File: config.mk
export PLATFORM = sky130hd
export DESIGN_NAME = sb_issue_ctrl
export DESIGN_NICKNAME = d
export VERILOG_FILES = /design/src/rtl/sb_pkg.sv /design/src/rtl/sb_reg_status.sv /design/src/rtl/sb_issue_check.sv /design/src/rtl/sb_fu_entry.sv /design/src/rtl/sb_wb_arbiter.sv /design/src/rtl/sb_issue_ctrl.sv
export SDC_FILE = /design/constraint.sdc
export NUM_CORES = 1
export LEC_CHECK = 0
export BUFFER_PORTS_ARGS = -buffer_cell sky130_fd_sc_hd__buf_2
export CAP_MARGIN = 25
export CELL_PAD_IN_SITES_DETAIL_PLACEMENT = 1
export CELL_PAD_IN_SITES_GLOBAL_PLACEMENT = 2
export CORE_MARGIN = 5
export CORE_UTILIZATION = 36
export DETAILED_ROUTE_END_ITERATION = 10
export PLACE_DENSITY = 0.82
export SKIP_CTS_REPAIR_TIMING = 1
export SYNTH_ARGS = -nofsm -noshare
export SYNTH_HDL_FRONTEND = slang
export SYNTH_SLANG_ARGS = --single-unit
File: constraint.sdc
create_clock -name clk -period 3.3 [get_ports clk]
set_input_delay 0.495 -clock clk [delete_from_list [all_inputs] [get_ports clk]]
set_output_delay 0.495 -clock clk [all_outputs]
set_load 0.005 [all_outputs]
File: src/rtl/sb_pkg.sv
package sb_pkg;

  // Life cycle of one functional-unit window entry
  typedef enum logic [1:0] {
    U_IDLE    = 2'd0,
    U_WAITOPS = 2'd1,
    U_EXEC    = 2'd2,
    U_DONE    = 2'd3
  } unit_state_t;

  // Tracking for one source operand of an entry
  typedef struct packed {
    logic avail;    // value may be read (set, not yet consumed)
    logic waiting;  // still waiting for a producing unit
  } src_track_t;

endpackage

File: src/rtl/sb_reg_status.sv
module sb_reg_status #(
  parameter int NUM_FU  = 4,
  parameter int NUM_REG = 8,
  localparam int UW = $clog2(NUM_FU),
  localparam int RW = $clog2(NUM_REG)
) (
  input  logic                           clk,
  input  logic                           rst,
  input  logic                           set_en,
  input  logic [RW-1:0]                  set_reg,
  input  logic [UW-1:0]                  set_unit,
  input  logic                           clr_en,
  input  logic [RW-1:0]                  clr_reg,
  output logic [NUM_REG-1:0]             pend,
  output logic [NUM_REG-1:0][UW-1:0]     owner
);

  // One producer slot per architectural register. Allocation and release
  // never name the same register in one cycle (allocation is stalled on a
  // pending destination), so their order here is immaterial.
  always_ff @(posedge clk) begin
    if (rst) begin
      pend  <= '0;
      owner <= '0;
    end else begin
      if (clr_en) begin
        pend[clr_reg] <= 1'b0;
      end
      if (set_en) begin
        pend[set_reg]  <= 1'b1;
        owner[set_reg] <= set_unit;
      end
    end
  end

endmodule

File: src/rtl/sb_issue_check.sv
module sb_issue_check #(
  parameter int NUM_FU  = 4,
  parameter int NUM_REG = 8,
  localparam int UW = $clog2(NUM_FU),
  localparam int RW = $clog2(NUM_REG)
) (
  input  logic [UW-1:0]               iss_unit,
  input  logic [RW-1:0]               iss_dst,
  input  logic [RW-1:0]               iss_src1,
  input  logic [RW-1:0]               iss_src2,
  input  logic [NUM_FU-1:0]           unit_busy,
  input  logic [NUM_REG-1:0]          pend,
  input  logic [NUM_REG-1:0][UW-1:0]  owner,
  input  logic                        wb_vld,
  input  logic [UW-1:0]               wb_id,
  output logic                        ok,
  output logic [1:0]                  q_wait,
  output logic [1:0][UW-1:0]          q_id
);

  logic [1:0][RW-1:0] srcs;

  assign srcs[0] = iss_src1;
  assign srcs[1] = iss_src2;

  // Structural and write-after-write checks against registered state only
  assign ok = !unit_busy[iss_unit] && !pend[iss_dst];

  // Read-after-write lookup with same-cycle release of the producer
  for (genvar s = 0; s < 2; s++) begin : g_src
    always_comb begin
      q_id[s]   = owner[srcs[s]];
      q_wait[s] = pend[srcs[s]] && !(wb_vld && (wb_id == owner[srcs[s]]));
    end
  end

endmodule

File: src/rtl/sb_fu_entry.sv
module sb_fu_entry
  import sb_pkg::*;
#(
  parameter int OP_W = 4,
  parameter int RW   = 3,
  parameter int UW   = 2
) (
  input  logic            clk,
  input  logic            rst,
  input  logic            alloc,
  input  logic [OP_W-1:0] a_op,
  input  logic [RW-1:0]   a_dst,
  input  logic [RW-1:0]   a_src1,
  input  logic [RW-1:0]   a_src2,
  input  logic [1:0]      a_q_wait,
  input  logic [1:0][UW-1:0] a_q_id,
  input  logic            bc_vld,
  input  logic [UW-1:0]   bc_id,
  input  logic            done_in,
  input  logic            grant,
  output logic            busy,
  output logic            wb_req,
  output logic [1:0]      src_avail,
  output logic [OP_W-1:0] op,
  output logic [RW-1:0]   fi,
  output logic [RW-1:0]   fj,
  output logic [RW-1:0]   fk,
  output logic            rd_go,
  output logic            wr_go
);

  unit_state_t          st;
  src_track_t [1:0]     trk;
  logic [1:0][UW-1:0]   qsrc;
  logic                 both_ready;

  assign both_ready = trk[0].avail && trk[1].avail;

  // Instruction fields captured on allocation
  always_ff @(posedge clk) begin
    if (rst) begin
      op <= '0;
      fi <= '0;
      fj <= '0;
      fk <= '0;
    end else if (alloc && (st == U_IDLE)) begin
      op <= a_op;
      fi <= a_dst;
      fj <= a_src1;
      fk <= a_src2;
    end
  end

  // Phase sequencing and the two handshake pulses
  always_ff @(posedge clk) begin
    if (rst) begin
      st    <= U_IDLE;
      rd_go <= 1'b0;
      wr_go <= 1'b0;
    end else begin
      rd_go <= 1'b0;
      wr_go <= 1'b0;
      unique case (st)
        U_IDLE:    if (alloc) st <= U_WAITOPS;
        U_WAITOPS: if (both_ready) begin
                     st    <= U_EXEC;
                     rd_go <= 1'b1;
                   end
        U_EXEC:    if (done_in) st <= U_DONE;
        U_DONE:    if (grant) begin
                     st    <= U_IDLE;
                     wr_go <= 1'b1;
                   end
        default:   st <= U_IDLE;
      endcase
    end
  end

  // Per-source producer tracking, one copy per operand
  for (genvar s = 0; s < 2; s++) begin : g_trk
    always_ff @(posedge clk) begin
      if (rst) begin
        trk[s]  <= '0;
        qsrc[s] <= '0;
      end else if ((st == U_IDLE) && alloc) begin
        trk[s].waiting <= a_q_wait[s];
        trk[s].avail   <= !a_q_wait[s];
        qsrc[s]        <= a_q_id[s];
      end else if (st == U_WAITOPS) begin
        if (both_ready) begin
          trk[s].avail <= 1'b0;
        end else if (bc_vld && trk[s].waiting && (qsrc[s] == bc_id)) begin
          trk[s].avail   <= 1'b1;
          trk[s].waiting <= 1'b0;
        end
      end
    end
  end

  assign busy         = (st != U_IDLE);
  assign wb_req       = (st == U_DONE);
  assign src_avail[0] = (st == U_WAITOPS) && trk[0].avail;
  assign src_avail[1] = (st == U_WAITOPS) && trk[1].avail;

endmodule

File: src/rtl/sb_wb_arbiter.sv
module sb_wb_arbiter #(
  parameter int NUM_FU = 4,
  parameter int RW     = 3,
  localparam int UW = $clog2(NUM_FU)
) (
  input  logic [NUM_FU-1:0]          wb_req,
  input  logic [NUM_FU-1:0][RW-1:0]  fi,
  input  logic [NUM_FU-1:0][RW-1:0]  fj,
  input  logic [NUM_FU-1:0][RW-1:0]  fk,
  input  logic [NUM_FU-1:0][1:0]     src_avail,
  output logic [NUM_FU-1:0]          grant,
  output logic                       grant_vld,
  output logic [UW-1:0]              grant_id,
  output logic [RW-1:0]              grant_reg
);

  logic [NUM_FU-1:0] war_hold;
  logic [NUM_FU-1:0] eligible;

  // A finished unit waits while another unit still owes a read of its target
  for (genvar f = 0; f < NUM_FU; f++) begin : g_war
    always_comb begin
      war_hold[f] = 1'b0;
      for (int g = 0; g < NUM_FU; g++) begin
        if (g != f) begin
          if ((src_avail[g][0] && (fj[g] == fi[f])) ||
              (src_avail[g][1] && (fk[g] == fi[f]))) begin
            war_hold[f] = 1'b1;
          end
        end
      end
    end
  end

  assign eligible = wb_req & ~war_hold;

  // Fixed priority, lowest index first
  always_comb begin
    grant     = '0;
    grant_vld = 1'b0;
    grant_id  = '0;
    for (int i = NUM_FU - 1; i >= 0; i--) begin
      if (eligible[i]) begin
        grant     = '0;
        grant[i]  = 1'b1;
        grant_vld = 1'b1;
        grant_id  = UW'(i);
      end
    end
  end

  assign grant_reg = fi[grant_id];

endmodule

File: src/rtl/sb_issue_ctrl.sv
module sb_issue_ctrl #(
  parameter int NUM_FU  = 4,
  parameter int NUM_REG = 8,
  parameter int OP_W    = 4,
  localparam int UW = $clog2(NUM_FU),
  localparam int RW = $clog2(NUM_REG)
) (
  input  logic                   clk,
  input  logic                   rst,
  input  logic                   iss_valid,
  output logic                   iss_ready,
  input  logic [UW-1:0]          iss_unit,
  input  logic [OP_W-1:0]        iss_op,
  input  logic [RW-1:0]          iss_dst,
  input  logic [RW-1:0]          iss_src1,
  input  logic [RW-1:0]          iss_src2,
  input  logic [NUM_FU-1:0]      exec_done,
  output logic [NUM_FU-1:0]      rd_go,
  output logic [NUM_FU-1:0]      wr_go,
  output logic [NUM_FU-1:0]      unit_busy,
  output logic [NUM_FU*OP_W-1:0] unit_op,
  output logic [NUM_FU*RW-1:0]   unit_dst,
  output logic [NUM_FU*RW-1:0]   unit_src1,
  output logic [NUM_FU*RW-1:0]   unit_src2
);

  logic [NUM_REG-1:0]            pend;
  logic [NUM_REG-1:0][UW-1:0]    owner;
  logic                          chk_ok;
  logic [1:0]                    q_wait;
  logic [1:0][UW-1:0]            q_id;
  logic                          accept;

  logic [NUM_FU-1:0]             e_wb_req;
  logic [NUM_FU-1:0][1:0]        e_avail;
  logic [NUM_FU-1:0][OP_W-1:0]   e_op;
  logic [NUM_FU-1:0][RW-1:0]     e_fi;
  logic [NUM_FU-1:0][RW-1:0]     e_fj;
  logic [NUM_FU-1:0][RW-1:0]     e_fk;

  logic [NUM_FU-1:0]             grant;
  logic                          grant_vld;
  logic [UW-1:0]                 grant_id;
  logic [RW-1:0]                 grant_reg;

  assign iss_ready = chk_ok;
  assign accept    = iss_valid && chk_ok;

  sb_reg_status #(.NUM_FU(NUM_FU), .NUM_REG(NUM_REG)) u_regs (
    .clk      (clk),
    .rst      (rst),
    .set_en   (accept),
    .set_reg  (iss_dst),
    .set_unit (iss_unit),
    .clr_en   (grant_vld),
    .clr_reg  (grant_reg),
    .pend     (pend),
    .owner    (owner)
  );

  sb_issue_check #(.NUM_FU(NUM_FU), .NUM_REG(NUM_REG)) u_check (
    .iss_unit  (iss_unit),
    .iss_dst   (iss_dst),
    .iss_src1  (iss_src1),
    .iss_src2  (iss_src2),
    .unit_busy (unit_busy),
    .pend      (pend),
    .owner     (owner),
    .wb_vld    (grant_vld),
    .wb_id     (grant_id),
    .ok        (chk_ok),
    .q_wait    (q_wait),
    .q_id      (q_id)
  );

  for (genvar u = 0; u < NUM_FU; u++) begin : g_unit
    sb_fu_entry #(.OP_W(OP_W), .RW(RW), .UW(UW)) u_entry (
      .clk       (clk),
      .rst       (rst),
      .alloc     (accept && (iss_unit == UW'(u))),
      .a_op      (iss_op),
      .a_dst     (iss_dst),
      .a_src1    (iss_src1),
      .a_src2    (iss_src2),
      .a_q_wait  (q_wait),
      .a_q_id    (q_id),
      .bc_vld    (grant_vld),
      .bc_id     (grant_id),
      .done_in   (exec_done[u]),
      .grant     (grant[u]),
      .busy      (unit_busy[u]),
      .wb_req    (e_wb_req[u]),
      .src_avail (e_avail[u]),
      .op        (e_op[u]),
      .fi        (e_fi[u]),
      .fj        (e_fj[u]),
      .fk        (e_fk[u]),
      .rd_go     (rd_go[u]),
      .wr_go     (wr_go[u])
    );
  end

  sb_wb_arbiter #(.NUM_FU(NUM_FU), .RW(RW)) u_arb (
    .wb_req    (e_wb_req),
    .fi        (e_fi),
    .fj        (e_fj),
    .fk        (e_fk),
    .src_avail (e_avail),
    .grant     (grant),
    .grant_vld (grant_vld),
    .grant_id  (grant_id),
    .grant_reg (grant_reg)
  );

  assign unit_op   = e_op;
  assign unit_dst  = e_fi;
  assign unit_src1 = e_fj;
  assign unit_src2 = e_fk;

endmodule

==> flow_summary.toml <==
[run_status]
status = "completed"

[power]
power_density_mw_per_mm2 = 593
peakVddDrop_v = 0.000350
leakage_nw = 3.58

[setup_path]
crit_required_ns = 3.59
critPathCaptureType = "flop"
cp.arrival_ns = 3.41
cp-start-kind = "flop"
ff2ff_setup_slack_ns = 0.18
cp_max_fo = 8
crit_type = "reg2reg"

[floorplan]
row_count = 51
core_mm2 = 0.0194
die_area_mm2 = 0.0226
die_h_um = 150
die_w_um = 150
io_pins = 87
initial_utilization = 0.365

[clock_tree]
clk_pin_slew_worst_paths_ns = 0.06
cts_root_buffer = "clkbuf_16"
cts_tree = "built"
cts_buffers = 17
clock_latency_ns = 0.43
htreeDepth = 4
cts.sinks = 124
clockBufferDepth = 2

[grt]
grt_max_degree = 111
antenna_found_initial = 0
grt_pass1_vias = 6768
gr-total-overflow = 0
track_usage = 0.229
grt_pass1_wl_um = 39300

[logic_synthesis]
synth-edff-count = 0
synthesis.area_mm2 = 0.00707
ys_seq_elements = 124
yosysTopAreaCellShare = 0.351
synthArstFlopShare = 0
ys_seq_area_frac = 0.351
syn_nets = 852
synth_largest_area_cell = "dfxtp_1"
yosysWarnings = 0
synth_top_flop_cell = "dfxtp_1"
ys_types = 72
yosys-top-cells-area = "dfxtp_1 (35%), xor2_1 (6.8%), mux2i_1 (5.9%)"
synthCells = 814
avgSynthCellArea_um2 = 8.69

[sta]
slew_headroom = 0.540
finalHoldViolations = 0
fin_skew_ns = 0.00942
fmax_ghz = 0.320
period_minus_slack_ns = 3.12
tightest_slew_ns = 0.684
post-route-period-util = 0.947
setup_viol = 0
rsz0062_at_grt = "false"
tns_ns = 0
slew_viol_final = 0
setup_slack_ns = 0.176

[layout]
final_cell_mix = "dfxtp_1 (124), nand2_1 (108), buf_2 (85), nor2_1 (67), a21oi_1 (64)"
syn_to_final_growth_pct = 18.9
layout-drive-gt1-share = 0.209
fin_area_mm2 = 0.00841
layout.nets = 932
diodes = 0
layout_commonest_cell = "dfxtp_1"

[route]
dr.pass1.iters = 5
avgViaCountPerCell = 5.51
wl_per_cell_um = 21.6
drtIter0Drc = 444
drc_errors = 0
antenna_left = 0
wirelength_um = 25300
vias = 6442

[job]
maxCapViolCount = 0

[hold_path]
hold_path.class = "in2reg"

[place]
routabilityCongestion = 0.912
portBuffers = 86
pre_cts_slack_ns = 0.0600
hpwlAfterDp_um = 18500
postPlaceCellArea_mm2 = 0.00783
[power by group]
group          total (mW)  switching, mW  leakage, nW  internal (mW)
combinational        1.37          0.810         2.30          0.556
sequential           1.80          0.164         1.01           1.64
clock                1.82          0.686        0.270           1.13
total                4.98           1.66         3.58           3.32
[registers in the layout, indices dropped and copies added (netlist names)]
register / count
g_unit.u_entry.op: 16
g_unit.u_entry.qsrc: 16
g_unit.u_entry.trk: 16
u_regs.owner: 16
g_unit.u_entry.fi: 12
g_unit.u_entry.fj: 12
g_unit.u_entry.fk: 12
g_unit.u_entry.st: 8
u_regs.pend: 8
g_unit.u_entry.rd_go: 4
g_unit.u_entry.wr_go: 4
[worst paths after layout]
check / start / endpoint / cells after the start
worst max-delay path: g_unit[3].u_entry.st[1]$_SDFFE_PP0P_ / g_unit[2].u_entry.trk[0]$_SDFFE_PP0P_ / 10
worst min register to register: g_unit[1].u_entry.op[1]$_SDFFE_PP0P_ / g_unit[1].u_entry.op[1]$_SDFFE_PP0P_ / 2
worst max register to register: g_unit[3].u_entry.st[1]$_SDFFE_PP0P_ / g_unit[2].u_entry.trk[0]$_SDFFE_PP0P_ / 10
worst min-delay path: iss_op[0] / g_unit[1].u_entry.op[0]$_SDFFE_PP0P_ / 3
[critical path: stages (launching register included)]
cell	delay (ns)
dfxtp_1	0.39
inv_1	0.09
ha_1	0.24
nand2_1	0.28
nor4_1	0.15
or3_1	0.46
o22ai_1	0.29
nand3_2	0.28
mux2_2	0.36
o311ai_0	0.33
a21oi_1	0.12
[cells in the mapped netlist, types with 4 or more instances]
| cell type | count |
|---|---|
| nor3_1 | 24 |
| a211oi_1 | 12 |
| nor2_1 | 68 |
| nor2b_1 | 6 |
| buf_2 | 15 |
| xor2_1 | 55 |
| and3_1 | 4 |
| ha_1 | 16 |
| nand2b_1 | 6 |
| nand4_1 | 13 |
| mux4_2 | 9 |
| and2_1 | 9 |
| o41ai_1 | 4 |
| buf_4 | 19 |
| mux2i_1 | 42 |
| a21oi_1 | 64 |
| mux4_1 | 4 |
| o22ai_1 | 5 |
| nand3_1 | 10 |
| inv_1 | 25 |
| a311o_1 | 4 |
| nand2_1 | 108 |
| mux2_2 | 4 |
| nand3b_1 | 7 |
| nor4_1 | 13 |
| o21ai_0 | 17 |
| dfxtp_1 | 124 |
| clkbuf_1 | 29 |
| a221oi_1 | 8 |
| xnor2_1 | 24 |
[area by class of cell]
type / count / area [um2]
clock buffers: 21 / 460
clock inverters: 8 / 95.1
fillers: 2329 / 11000
inverters: 26 / 97.6
multi-input cells: 597 / 4170
flip-flops and latches: 124 / 2480
well taps: 265 / 332
repair buffers: 128 / 773
[metal layers]
metal  global-route usage  routed length, um  vias to the layer above
met5                    0                  0                        -
li1                     -                  -                     3026
met3               0.0584               1440                       44
met1                0.296              11300                     3178
met2                0.377              11900                      194
met4               0.0727                581                        0
[through the flow]
stage          total power, mW  hold slack, ns  utilization  cells
3_5_place_dp              3.18           0.450        0.403   1140
4_1_cts                   5.01           0.335        0.432   1169
6_report                  4.98           0.348        0.434   1169
2_1_floorplan             2.71           0.453            -    814
3_3_place_gp              3.16           0.442        0.403   1140
5_1_grt                   5.23           0.338        0.434   1169
[kinds of logic after synthesis]
| logic type | after synthesis | synth area share |
|---|---|---|
| flops | 124 | 0.351 |
| fa+ha+maj | 16 | 0.0283 |
| compound gates | 152 | 0.149 |
| simple gates | 290 | 0.197 |
| xor+xnor | 79 | 0.0978 |
| buf+inv | 93 | 0.0654 |
| mux | 60 | 0.111 |
Note: power is estimated with default switching activity, not from simulation.
